==> src/rtl/mtres_pkg.sv <==
package mtres_pkg;

    localparam logic [7:0] MT_UC = 8'd0;
    localparam logic [7:0] MT_WC = 8'd1;
    localparam logic [7:0] MT_WT = 8'd4;
    localparam logic [7:0] MT_WP = 8'd5;
    localparam logic [7:0] MT_WB = 8'd6;

    // fixed-range layout: 8 x 64K, 16 x 16K, 64 x 4K
    localparam int FIX_SLOTS   = 88;
    localparam int FIX_SLOT_W  = 7;
    localparam int SEG1_BASE   = 8;
    localparam int SEG2_BASE   = 24;
    localparam int PAGE_BITS   = 12;
    localparam int LOW_MB_BITS = 20;
    localparam int VR_FLAG_BIT = 11;

    typedef enum logic [1:0] {
        ST_IDLE,
        ST_CLASSIFY,
        ST_SCAN,
        ST_DONE
    } rstate_e;

endpackage

==> src/rtl/mtres_fixed_index.sv <==
module mtres_fixed_index
    import mtres_pkg::*;
#(
    parameter int PA_W = 36
) (
    input  logic [PA_W-1:0]       addr,
    output logic                  in_low_mb,
    output logic [FIX_SLOT_W-1:0] slot
);

    always_comb begin
        in_low_mb = (addr[PA_W-1:LOW_MB_BITS] == '0);
        if (!addr[19]) begin
            // 64K granules from 0
            slot = FIX_SLOT_W'(addr[18:16]);
        end else if (!addr[18]) begin
            // 16K granules from 0x80000
            slot = FIX_SLOT_W'(SEG1_BASE) + FIX_SLOT_W'(addr[17:14]);
        end else begin
            // 4K granules from 0xC0000
            slot = FIX_SLOT_W'(SEG2_BASE) + FIX_SLOT_W'(addr[17:12]);
        end
    end

endmodule

==> src/rtl/mtres_var_probe.sv <==
module mtres_var_probe
    import mtres_pkg::*;
#(
    parameter int PA_W    = 36,
    parameter int NUM_VAR = 8,
    localparam int IDX_W  = (NUM_VAR > 1) ? $clog2(NUM_VAR) : 1
) (
    input  logic [NUM_VAR*PA_W-1:0] bases,
    input  logic [NUM_VAR*PA_W-1:0] masks,
    input  logic [IDX_W-1:0]        sel,
    input  logic [PA_W-1:0]         addr,
    output logic                    hit,
    output logic [7:0]              entry_type
);

    logic [PA_W-1:0] base_arr [NUM_VAR];
    logic [PA_W-1:0] mask_arr [NUM_VAR];

    for (genvar k = 0; k < NUM_VAR; k++) begin : g_unpack
        assign base_arr[k] = bases[k*PA_W +: PA_W];
        assign mask_arr[k] = masks[k*PA_W +: PA_W];
    end

    logic [PA_W-1:0] cur_base;
    logic [PA_W-1:0] cur_mask;
    logic [PA_W-1:0] cmp_mask;

    always_comb begin
        cur_base   = base_arr[sel];
        cur_mask   = mask_arr[sel];
        cmp_mask   = {cur_mask[PA_W-1:PAGE_BITS], {PAGE_BITS{1'b0}}};
        entry_type = cur_base[7:0];
        hit        = cur_mask[VR_FLAG_BIT] &&
                     ((addr & cmp_mask) == (cur_base & cmp_mask));
    end

endmodule

==> src/rtl/mtres_merge.sv <==
module mtres_merge
    import mtres_pkg::*;
(
    input  logic       acc_vld,
    input  logic [7:0] acc_type,
    input  logic [7:0] cur_type,
    output logic [7:0] nxt_type,
    output logic       stop
);

    function automatic logic is_wt_wb(input logic [7:0] t);
        return (t == MT_WT) || (t == MT_WB);
    endfunction

    always_comb begin
        stop     = 1'b0;
        nxt_type = cur_type;
        if (cur_type == MT_UC) begin
            stop     = 1'b1;
            nxt_type = MT_UC;
        end else if (!acc_vld) begin
            nxt_type = cur_type;
        end else if (acc_type == cur_type) begin
            nxt_type = acc_type;
        end else if (is_wt_wb(acc_type) && is_wt_wb(cur_type)) begin
            nxt_type = MT_WT;
        end else begin
            stop     = 1'b1;
            nxt_type = MT_WB;
        end
    end

endmodule

==> src/rtl/memtype_resolver.sv <==
module memtype_resolver
    import mtres_pkg::*;
#(
    parameter int PA_W    = 36,
    parameter int NUM_VAR = 8,
    localparam int IDX_W  = (NUM_VAR > 1) ? $clog2(NUM_VAR) : 1
) (
    input  logic                    clk,
    input  logic                    rst_n,
    input  logic                    start_i,
    input  logic [PA_W-1:0]         addr_i,
    input  logic                    glob_en_i,
    input  logic                    fix_en_i,
    input  logic [7:0]              dflt_type_i,
    input  logic [FIX_SLOTS*8-1:0]  fixed_bytes_i,
    input  logic [NUM_VAR*PA_W-1:0] vr_base_i,
    input  logic [NUM_VAR*PA_W-1:0] vr_mask_i,
    output logic                    done_o,
    output logic [7:0]              mem_type_o
);

    rstate_e state;
    rstate_e state_nxt;

    logic [PA_W-1:0]       addr_q;
    logic [IDX_W-1:0]      idx_q;
    logic                  acc_vld_q;
    logic [7:0]            acc_q;
    logic [7:0]            res_q;

    logic                  low_mb;
    logic [FIX_SLOT_W-1:0] fix_slot;
    logic [7:0]            fix_type;
    logic                  probe_hit;
    logic [7:0]            probe_type;
    logic [7:0]            merge_type;
    logic                  merge_stop;
    logic                  last_entry;
    logic                  use_fixed;

    mtres_fixed_index #(.PA_W(PA_W)) u_fix (
        .addr      (addr_q),
        .in_low_mb (low_mb),
        .slot      (fix_slot)
    );

    mtres_var_probe #(.PA_W(PA_W), .NUM_VAR(NUM_VAR)) u_probe (
        .bases      (vr_base_i),
        .masks      (vr_mask_i),
        .sel        (idx_q),
        .addr       (addr_q),
        .hit        (probe_hit),
        .entry_type (probe_type)
    );

    mtres_merge u_merge (
        .acc_vld  (acc_vld_q),
        .acc_type (acc_q),
        .cur_type (probe_type),
        .nxt_type (merge_type),
        .stop     (merge_stop)
    );

    assign fix_type   = fixed_bytes_i[fix_slot*8 +: 8];
    assign last_entry = (idx_q == IDX_W'(NUM_VAR - 1));
    assign use_fixed  = fix_en_i && low_mb;

    // state register
    always_ff @(posedge clk or negedge rst_n) begin
        if (!rst_n) state <= ST_IDLE;
        else        state <= state_nxt;
    end

    // transitions
    always_comb begin
        state_nxt = state;
        unique case (state)
            ST_IDLE:     if (start_i) state_nxt = ST_CLASSIFY;
            ST_CLASSIFY: begin
                if (!glob_en_i || use_fixed) state_nxt = ST_DONE;
                else                         state_nxt = ST_SCAN;
            end
            ST_SCAN:     begin
                if ((probe_hit && merge_stop) || last_entry) state_nxt = ST_DONE;
            end
            ST_DONE:     state_nxt = ST_IDLE;
            default:     state_nxt = ST_IDLE;
        endcase
    end

    // datapath registers
    always_ff @(posedge clk or negedge rst_n) begin
        if (!rst_n) begin
            addr_q    <= '0;
            idx_q     <= '0;
            acc_vld_q <= 1'b0;
            acc_q     <= MT_UC;
            res_q     <= MT_UC;
        end else begin
            unique case (state)
                ST_IDLE: begin
                    if (start_i) addr_q <= addr_i;
                end
                ST_CLASSIFY: begin
                    idx_q     <= '0;
                    acc_vld_q <= 1'b0;
                    if (!glob_en_i)     res_q <= MT_UC;
                    else if (use_fixed) res_q <= fix_type;
                end
                ST_SCAN: begin
                    idx_q <= idx_q + IDX_W'(1);
                    if (probe_hit) begin
                        acc_q     <= merge_type;
                        acc_vld_q <= 1'b1;
                    end
                    if (probe_hit && (merge_stop || last_entry)) begin
                        res_q <= merge_type;
                    end else if (last_entry) begin
                        res_q <= acc_vld_q ? acc_q : dflt_type_i;
                    end
                end
                ST_DONE: ;
                default: ;
            endcase
        end
    end

    // outputs
    always_comb begin
        done_o     = (state == ST_DONE);
        mem_type_o = res_q;
    end

endmodule


==> config.mk <==
export PLATFORM = sky130hd
export DESIGN_NAME = memtype_resolver
export DESIGN_NICKNAME = d
export VERILOG_FILES = /design/src/rtl/mtres_pkg.sv /design/src/rtl/mtres_fixed_index.sv /design/src/rtl/mtres_var_probe.sv /design/src/rtl/mtres_merge.sv /design/src/rtl/memtype_resolver.sv
export SDC_FILE = /design/constraint.sdc
export NUM_CORES = 1
export LEC_CHECK = 0
export ABC_AREA = 1
export BUFFER_PORTS_ARGS = -buffer_cell sky130_fd_sc_hd__buf_2
export CORE_AREA = 2 2 521 523
export DETAILED_ROUTE_END_ITERATION = 10
export DIE_AREA = 0 0 523 525
export GPL_TIMING_DRIVEN = 0
export PLACE_DENSITY = 0.3
export SYNTH_ARGS = -nofsm -noshare
export SYNTH_HDL_FRONTEND = slang
export SYNTH_HIERARCHICAL = 1
export SYNTH_SLANG_ARGS = --single-unit
==> constraint.sdc <==
create_clock -name clk -period 8.1 [get_ports clk]
set_clock_uncertainty 0.1 [all_clocks]
set_input_delay 0.81 -clock clk [delete_from_list [all_inputs] [get_ports clk]]
set_output_delay 0.81 -clock clk [all_outputs]
set_load 0.01 [all_outputs]
[After elaboration in Yosys (flattened, before gate mapping)]
Index checks and enable logic that the tools add are counted.
Operators by class
  magnitude comparators: 1
  bitwise logic cells: 3
  shift operators: 1
  div/mod/pow operators: 0
  muxes and demuxes: 29
  equality and inequality tests: 15
  reductions and logical operators: 20
  multiply operators: 0
  add/subtract/negate cells: 3
Operator list (number)
  $shiftx A704 B11 Y8: 1
  $bmux W36 S3: 2
  $mux W36: 4
  $and A36 B36 Y36: 2
  $mux W8: 8
  $eq A36 B36 Y1: 1
  $eq A8 B3 Y1 const B: 4
  $logic_not A16 Y1: 1
  $pmux W8 S2: 1
  $mux W7: 2
  $eq A8 B8 Y1: 1
  $logic_not A8 Y1: 1
  $pmux W2 S4: 1
  $reduce_and A2 Y1: 4
  $add A5 B6 Y7 const A: 1
  $mux W1: 6
  $mux W2: 3
  $ne A2 B2 Y1 const B: 3
  $ne A3 B3 Y1 const B: 2
  $pmux W3 S2: 1
  $add A4 B4 Y5 const A: 1
  $logic_and A1 B1 Y1: 5
  $logic_or A1 B1 Y1: 5
  $eq A2 B2 Y1 const B: 2
  10 further kinds: 10
Storage, ports and cells
  memory bits (writable): 0
  output and inout port bits: 9
  bits in latches: 0
  register bits: 58
  bits in read-only memories: 0
  input port bits: 1329
  logic and storage cells: 78
  memories: 0

[Logic depth before layout (Yosys ltp)]
Gate-level depths: netlist (run 1).
  word-level depth: 15
  mapped depth: 29
  mapped depth without buffers: 23

[By module]
The synthesis (run 1) kept the hierarchy.
By module, submodules not included
  memtype_resolver: area each 9833.2 um^2, sequential area each 1451.4 um^2, cells an instance 1873, times used 1
  mtres_var_probe: area each 5317.6 um^2, sequential area each 0.0 um^2, cells an instance 1200, times used 1
  mtres_merge: area each 436.7 um^2, sequential area each 0.0 um^2, cells an instance 98, times used 1
  mtres_fixed_index: area each 229.0 um^2, sequential area each 0.0 um^2, cells an instance 50, times used 1

[Worst setup path after synthesis (run 1)]
No wires, ideal clock.
  path kind: reg-to-reg
  start: register idx_q[0]
  end: register res_q[3], in the netlist mem_type_o[3]
  data required time: 7.878 ns
  setup time: 0.122 ns
  arrival time: 3.458 ns
  path buffers: 6
  stages on the path, launching flop included: 29
  setup slack: 4.420 ns
  period minus slack after synthesis: 3.680 ns
  path through: dfrtp_1 > buf_6 > inv_4 > buf_12 > buf_6 > buf_6 > buf_2 > nor2_1 > o22ai_1 > nor2_1 > a31oi_1 > inv_1 > nand2_1 > nand2_1 > nor2_2 > nand2_2 > nor2_4 > nor2_2 > nand2_1 > nand2_1 > o21ai_2 > inv_1 > nor3_1 > inv_1 > nand3_2 > inv_1 > clkbuf_1 > or2_2 > a21boi_1
On the way
  longest elaborated chain between the ends: 15
  elaborated cells on any way between the ends: 31
  those cells by class: eq/ne: 6; mux: 15; bitwise: 3; reduce/logical: 7
RTL lines
  start: declaration: RTL line memtype_resolver.sv:26  | logic [IDX_W-1:0] idx_q;
  start signal: assignment: RTL line memtype_resolver.sv:111  | idx_q <= idx_q + IDX_W'(1);
  $not A3 Y4 (implied by the code) *: RTL line mtres_var_probe.sv:29  | cur_base = base_arr[sel];
  $bmux W36 S3 *: RTL line mtres_var_probe.sv:29
  $mux W36 (implied by the code) * (2 in a row): RTL line mtres_var_probe.sv:29
  net probe_type[5]: RTL line memtype_resolver.sv:35  | logic [7:0] probe_type;
  $eq A8 B3 Y1: RTL line mtres_merge.sv:12  | return (t == MT_WT) || (t == MT_WB);
  $logic_or A1 B1 Y1: RTL line mtres_merge.sv:12
  $logic_and A1 B1 Y1: RTL line mtres_merge.sv:25  | end else if (is_wt_wb(acc_type) && is_wt_wb(cur_type)) begin
  $mux W1: RTL line mtres_merge.sv:25
  $mux W1: RTL line mtres_merge.sv:23  | end else if (acc_type == cur_type) begin
  $mux W1: RTL line mtres_merge.sv:21  | end else if (!acc_vld) begin
  $mux W1 *: RTL line mtres_merge.sv:18  | if (cur_type == MT_UC) begin
  net merge_stop: RTL line memtype_resolver.sv:37  | logic merge_stop;
  $logic_or A1 B1 Y1 *: RTL line memtype_resolver.sv:116  | if (probe_hit && (merge_stop || last_entry)) begin
  $logic_and A1 B1 Y1 *: RTL line memtype_resolver.sv:116
  $ne A3 B3 Y1 (no source line) or $mux W8 (tied branches)
  $reduce_and A3 Y1 (no source line) or $pmux W8 S2 (tied branches)
  end signal: assignment: RTL line memtype_resolver.sv:108  | else if (use_fixed) res_q <= fix_type;
  end signal: assignment: RTL line memtype_resolver.sv:117  | res_q <= merge_type;
  end signal: assignment: RTL line memtype_resolver.sv:119  | res_q <= acc_vld_q ? acc_q : dflt_type_i;
  end: declaration: RTL line memtype_resolver.sv:29  | logic [7:0] res_q;
The timed path passes the listed nets; every way through them passes the cells marked *. The select of a mux whose other input is x is not followed.
A chain may end at the register's enable or synchronous reset.

[Worst setup path after layout (run 1)]
Same ends and word-level chain as after synthesis.

==> run metrics, run 1 <==
Peak VDD IR 0.000390 V; final wirelength 243000 um; hold_sp idx_q[1]; status finished, violations left; Max-cap violations 1; Die Area 0.275 mm2; drt via density 3.52; uppermost layer routed met5; initial core utilization 0.0571; Net Sw Power 11.1 mW; fin util 0.0973; worst reg2reg path depth 25; Post-Syn Instances 3197; crit path kind flip-flop to flip-flop; Worst Setup Start Kind flip-flop; Internal 3.44 mW; yosys warns 6; R2R Path End mem_type_o[3]; layout cells sized above 1 0.327; Hold WC Path Type flip-flop to flip-flop; Tcrit/Tclk final 0.726; Finished Layout Cells 8048; CTS tree done; Met2 Wirelength 113000 um; crit path DAT 6010 ps; Fill cells 32500; gpl congestion 0.950; CTS root buffer clkbuf_16; largest net degree at the start of global routing 47; Setup Fix Bufs, Post-CTS 0; leak pwr 13.3 nW; NumNets Final 5748; Synthesized Nets 4534; die width 523 um; vias in the first global route 28100; total power 14.5 mW; Final TNS setup 0 ps; TritonRoute pass-1 iters 7; RSZ-0062 raised after global routing false; Buf/Inv on CP 11; Post-Syn Area 0.0154 mm2; Die Height 525 um; Placed Area 0.0259 mm2; H-tree depth 2; worst path required time 8230 ps; Post-CTS Hold Buffers 0; worst reg2reg startpoint idx_q[0]; hpwl dp 216000 um; routed vias 28400; post-cts gate resize count 0; remaining antenna violation count after routing 0; Row Count 191; Inserted Clock Buffers 5; routed len/inst 30.2 um; post-detailed-route DRC marker count 0; Critical Path Fanout Max 11; Fmax 170 MHz; DRT met1 WL 108000 um; reg-to-reg setup timing slack 2220 ps; Clock transition at path regs 90 ps; Boundary Pins 1338; cell area after layout 0.0262 mm2; Post-Place Cells 7974; Met3 Wirelength 17000 um; PortBufs 1205; Clk pwr share 0.017; Slew @ Worst Pin 1530 ps; initial antenna violation count 176; area of the core 0.269 mm2; CTS max path bufs 2; Worst setup EP type flip-flop; area grow syn2layout 70.5%; max_slew headroom -0.0180; slowest stage delay, CP 1140 ps; total gr overflow 0; Comb power frac 0.945; clk_lat worst skew 340 ps; 1st-iter DRT viols 2448; clk sink count 46; Final Slew Violations 2; sequential share of power 0.038; fin crit period 5880 ps; Crit-path slowest cell o21ai_0; Switching Fraction 0.763; syn_area_per_cell 4.81 um2; CP delay by family, top compound AO/OA/AOI/OAI gates; first-pass GRT wire length 298000 um; violated checks max-capacitance violations, max-slew violations; Total GRT Usage 0.168; worst hold path depth 2; Hold Path Sink idx_q[1]; power per cell area 554 mW/mm2; Final Hold Viols 0; # setup viols final 0
[layer usage]
layer,up-vias,track usage
met5,-,0
met3,248,0.0324
li1,12800,-
met2,1591,0.282
met1,13700,0.223
met4,64,0.0307
[registers in the layout, indices dropped and copies added (netlist names)]
signal      cells
addr_q         24
acc_q           8
mem_type_o      8
idx_q           3
state           2
acc_vld_q       1
[how the worst max path moves through the flow]
stage / endpoint / startpoint / cells past startpoint
detailed placement: mem_type_o[3] / idx_q[0] / 25
global route: mem_type_o[0] / idx_q[0] / 25
CTS: mem_type_o[3] / idx_q[0] / 25
finish: mem_type_o[3] / idx_q[0] / 25
global placement: mem_type_o[0] / idx_q[0] / 25
floorplan: mem_type_o[3] / idx_q[0] / 28
[final cells by class]
type                            instances  area (um2)  share of cell area
Antenna cell                           66         165             0.00630
Buffer                                233        1410              0.0537
Clock buffer                            5         125             0.00477
Clock inverter                          3        25.0            0.000954
Inverter                              284        1070              0.0409
Multi-Input combinational cell       2634       11800               0.448
Sequential cell                        46        1150              0.0439
Tap cell                             3570        4470               0.170
Timing Repair Buffer                 1207        6050               0.231
[power by group through the flow]
| stage | Combinational, mW | Clock (mW) | Sequential (mW) |
|---|---|---|---|
| after CTS | 14.2 | 0.269 | 0.570 |
| after global placement | 14.1 | 0 | 0.571 |
| after detailed placement | 14.1 | 0 | 0.575 |
| final | 13.7 | 0.249 | 0.547 |
| after floorplan | 5.93 | 0 | 0.422 |
| after global routing | 14.7 | 0.273 | 0.573 |
[worst reg2reg max path, delay by kind of cell (launching register included)]
family | cells | cell delay [ps]
AOI/OAI and AO/OA | 4 | 1940
buffers and inverters | 11 | 1740
and+or+nand+nor | 10 | 1560
DFF | 1 | 450
[placed cells by master, fill, tap and decap left out, types with 24 or more instances in the layout]
master,count
a21oi_1,27
buf_2,1302
buf_4,44
buf_6,27
clkbuf_1,49
dfrtp_1,46
diode_2,66
inv_1,272
mux2_2,24
nand2_1,1126
nand3_1,533
nor2_1,456
o211ai_1,69
o21ai_0,230
o21ai_1,77
o22ai_1,29
[per-stage QoR]
step / hold WS (ps) / setup slack [ps]
finish: 431 / 2220
global route: 469 / 2080
CTS: 433 / 2370
detailed placement: 413 / 2390
global placement: 400 / 2210
floorplan: 375 / 4420
No activity file was read; power rests on OpenSTA's default activity.
==> run 2: changes to the inputs <==
CORE_AREA = 2 2 524 526   (was 2 2 521 523)
DIE_AREA = 0 0 526 528   (was 0 0 523 525)
clock period = 5.5 ns   (was 8.1 ns; I/O delays follow)
==> run 2 against run 1 <==
The flow now finishes without violations. Clock power grew 80%. Sequential share of layout area is essentially flat. Sequential power grew 49%. Register-to-register slack lost 1900 ps. Setup slack lost 1900 ps. Fmax grew 14%. Die area grew 1.1%. Wire length grew 1.7%. Design area grew 0.56%. Cell count is essentially flat. Global-route usage grew 0.12 points. Clock-buffer cell count is the same. Largest power group unchanged.
==> run metrics, run 2 (synthesis gave the netlist of run 1 again) <==
status finished clean; Top reg by flops addr_q; routed len/inst 30.6 um; reg-to-reg setup timing slack 330 ps; Inserted Clock Buffers 5; total gr overflow 0; worst reg2reg startpoint addr_q[16]; Final Hold Viols 0; hpwl dp 219000 um; Die Area 0.278 mm2; fin crit period 5170 ps; CP dominant cell by count nand2_1; Post-Place Cells 7994; commonest non-fill, non-tap cells in the layout buf_2 (1298), nand2_1 (1126), nand3_1 (533), nor2_1 (454), inv_1 (272); Setup Fix Bufs, Post-CTS 0; max_slew headroom 0.0458; drt via density 3.51; final wirelength 247000 um; crit path kind flip-flop to flip-flop; Fmax 193 MHz; Boundary Pins 1338; Max-cap violations 0; Post-CTS Hold Buffers 0; Final TNS setup 0 ps; CTS max path bufs 2; gpl congestion 0.897; Hold WC Path Type input pin to asynchronous set/reset pin; Peak VDD IR 0.000551 V; fin util 0.0968; area of the core 0.272 mm2; leak pwr 13.3 nW; power per cell area 831 mW/mm2; worst path required time 5660 ps; ordered list of cells on the worst path inv_1, ha_1, o21ai_0, inv_2, nor2_1, clkbuf_1, o211ai_1, nand2_1, nand2_1, nand2_1, nand2_1, a21oi_1; Total GRT Usage 0.170; 1st-iter DRT viols 2382; die width 526 um; remaining antenna violation count after routing 0; Die Height 528 um; largest net degree at the start of global routing 47; initial core utilization 0.0565; clk_lat worst skew 340 ps; vias in the first global route 28500; clk sink count 46; Critical Path Fanout Max 10; crit path DAT 5340 ps; worst reg2reg path depth 12; initial antenna violation count 176; Row Count 192; Final Slew Violations 0; PortBufs 1205; slowest stage delay, CP 870 ps; first-pass GRT wire length 304000 um; NumNets Final 5746; H-tree depth 2; Tcrit/Tclk final 0.940; Critical Path Source addr_q[16]; CP delay by family, top simple AND/OR/NAND/NOR gates; CTS tree done; RSZ-0062 raised after global routing false; CTS root buffer clkbuf_16; WHS 180 ps; Clock transition at path regs 100 ps; TritonRoute pass-1 iters 5; routed vias 28300; most common cell after layout, fill and taps aside buf_2; Finished Layout Cells 8055; area grow syn2layout 71.4%; R2R Path End mem_type_o[5]; Worst Setup Start Kind flip-flop; Crit-path slowest cell nor2_1; total power 21.9 mW; Slew @ Worst Pin 1430 ps; Worst setup EP type flip-flop; # setup viols final 0; post-detailed-route DRC marker count 0; Buf/Inv on CP 3; max reg flops 24; layout cells sized above 1 0.331
[run 2: cell types whose count changed in the layout (fill, tap and decap cells not counted), sizes merged]
cell | before | now
diode | 66 | 56
buf | 1387 | 1385
bufinv | 0 | 1
clkinv | 4 | 3
clkinvlp | 1 | 0
inv | 282 | 283
[run 2: layout make-up]
type / instances / area, um2
timing repair buffer: 1208 / 6070
multi-input combinational: 2634 / 11900
fill: 33000 / 246000
sequential: 46 / 1150
inverter: 284 / 1070
clock inverter: 3 / 47.5
clock buffer: 5 / 125
buffer: 230 / 1420
antenna: 56 / 140
tap: 3589 / 4490
[run 2: how the worst max path moves through the flow]
stage                          to  slack (ps)  cells after the start
finish              mem_type_o[5]         330                     12
global route        mem_type_o[0]           6                     27
detailed placement  mem_type_o[0]        -280                     12
CTS                 mem_type_o[0]          20                     24
global placement    mem_type_o[4]        -900                     18
floorplan           mem_type_o[3]        1820                     28
[run 2: worst register-to-register path, stage by stage (launching register included)]
cell	delay, ps
dfrtp_1	690
inv_1	310
ha_1	350
o21ai_0	370
inv_2	210
nor2_1	870
clkbuf_1	760
o211ai_1	550
nand2_1	190
nand2_1	60
nand2_1	370
nand2_1	120
a21oi_1	140
[run 2: report_power, final]
group / internal [mW] / switching, mW
Sequential: 0.478 / 0.336
Clock: 0.221 / 0.228
Combinational: 4.46 / 16.2
Total: 5.16 / 16.7
[run 2: what timing repair did]
| item | 4_1_cts | 5_1_grt |
|---|---|---|
| pin swaps | 0 | 0 |
| resized for setup | 7 | 21 |
| setup endpoints to repair | 8 | 8 |
[run 2: metrics by stage]
| step | setup WS (ps) | instance area, um2 |
|---|---|---|
| after floorplan | 1820 | 15400 |
| after global placement | -904 | 25900 |
| after detailed placement | -280 | 26000 |
| after CTS | 19.0 | 26100 |
| after global routing | 5.76 | 26300 |
| final | 329 | 26400 |
[run 2: layer usage]
layer | vias to the layer above | global-route usage | share of wire
met5 | - | 0 | 0.0018
met4 | 68 | 0.0340 | 0.023
met3 | 287 | 0.0373 | 0.072
met2 | 1646 | 0.285 | 0.46
met1 | 13500 | 0.220 | 0.44
li1 | 12800 | - | -
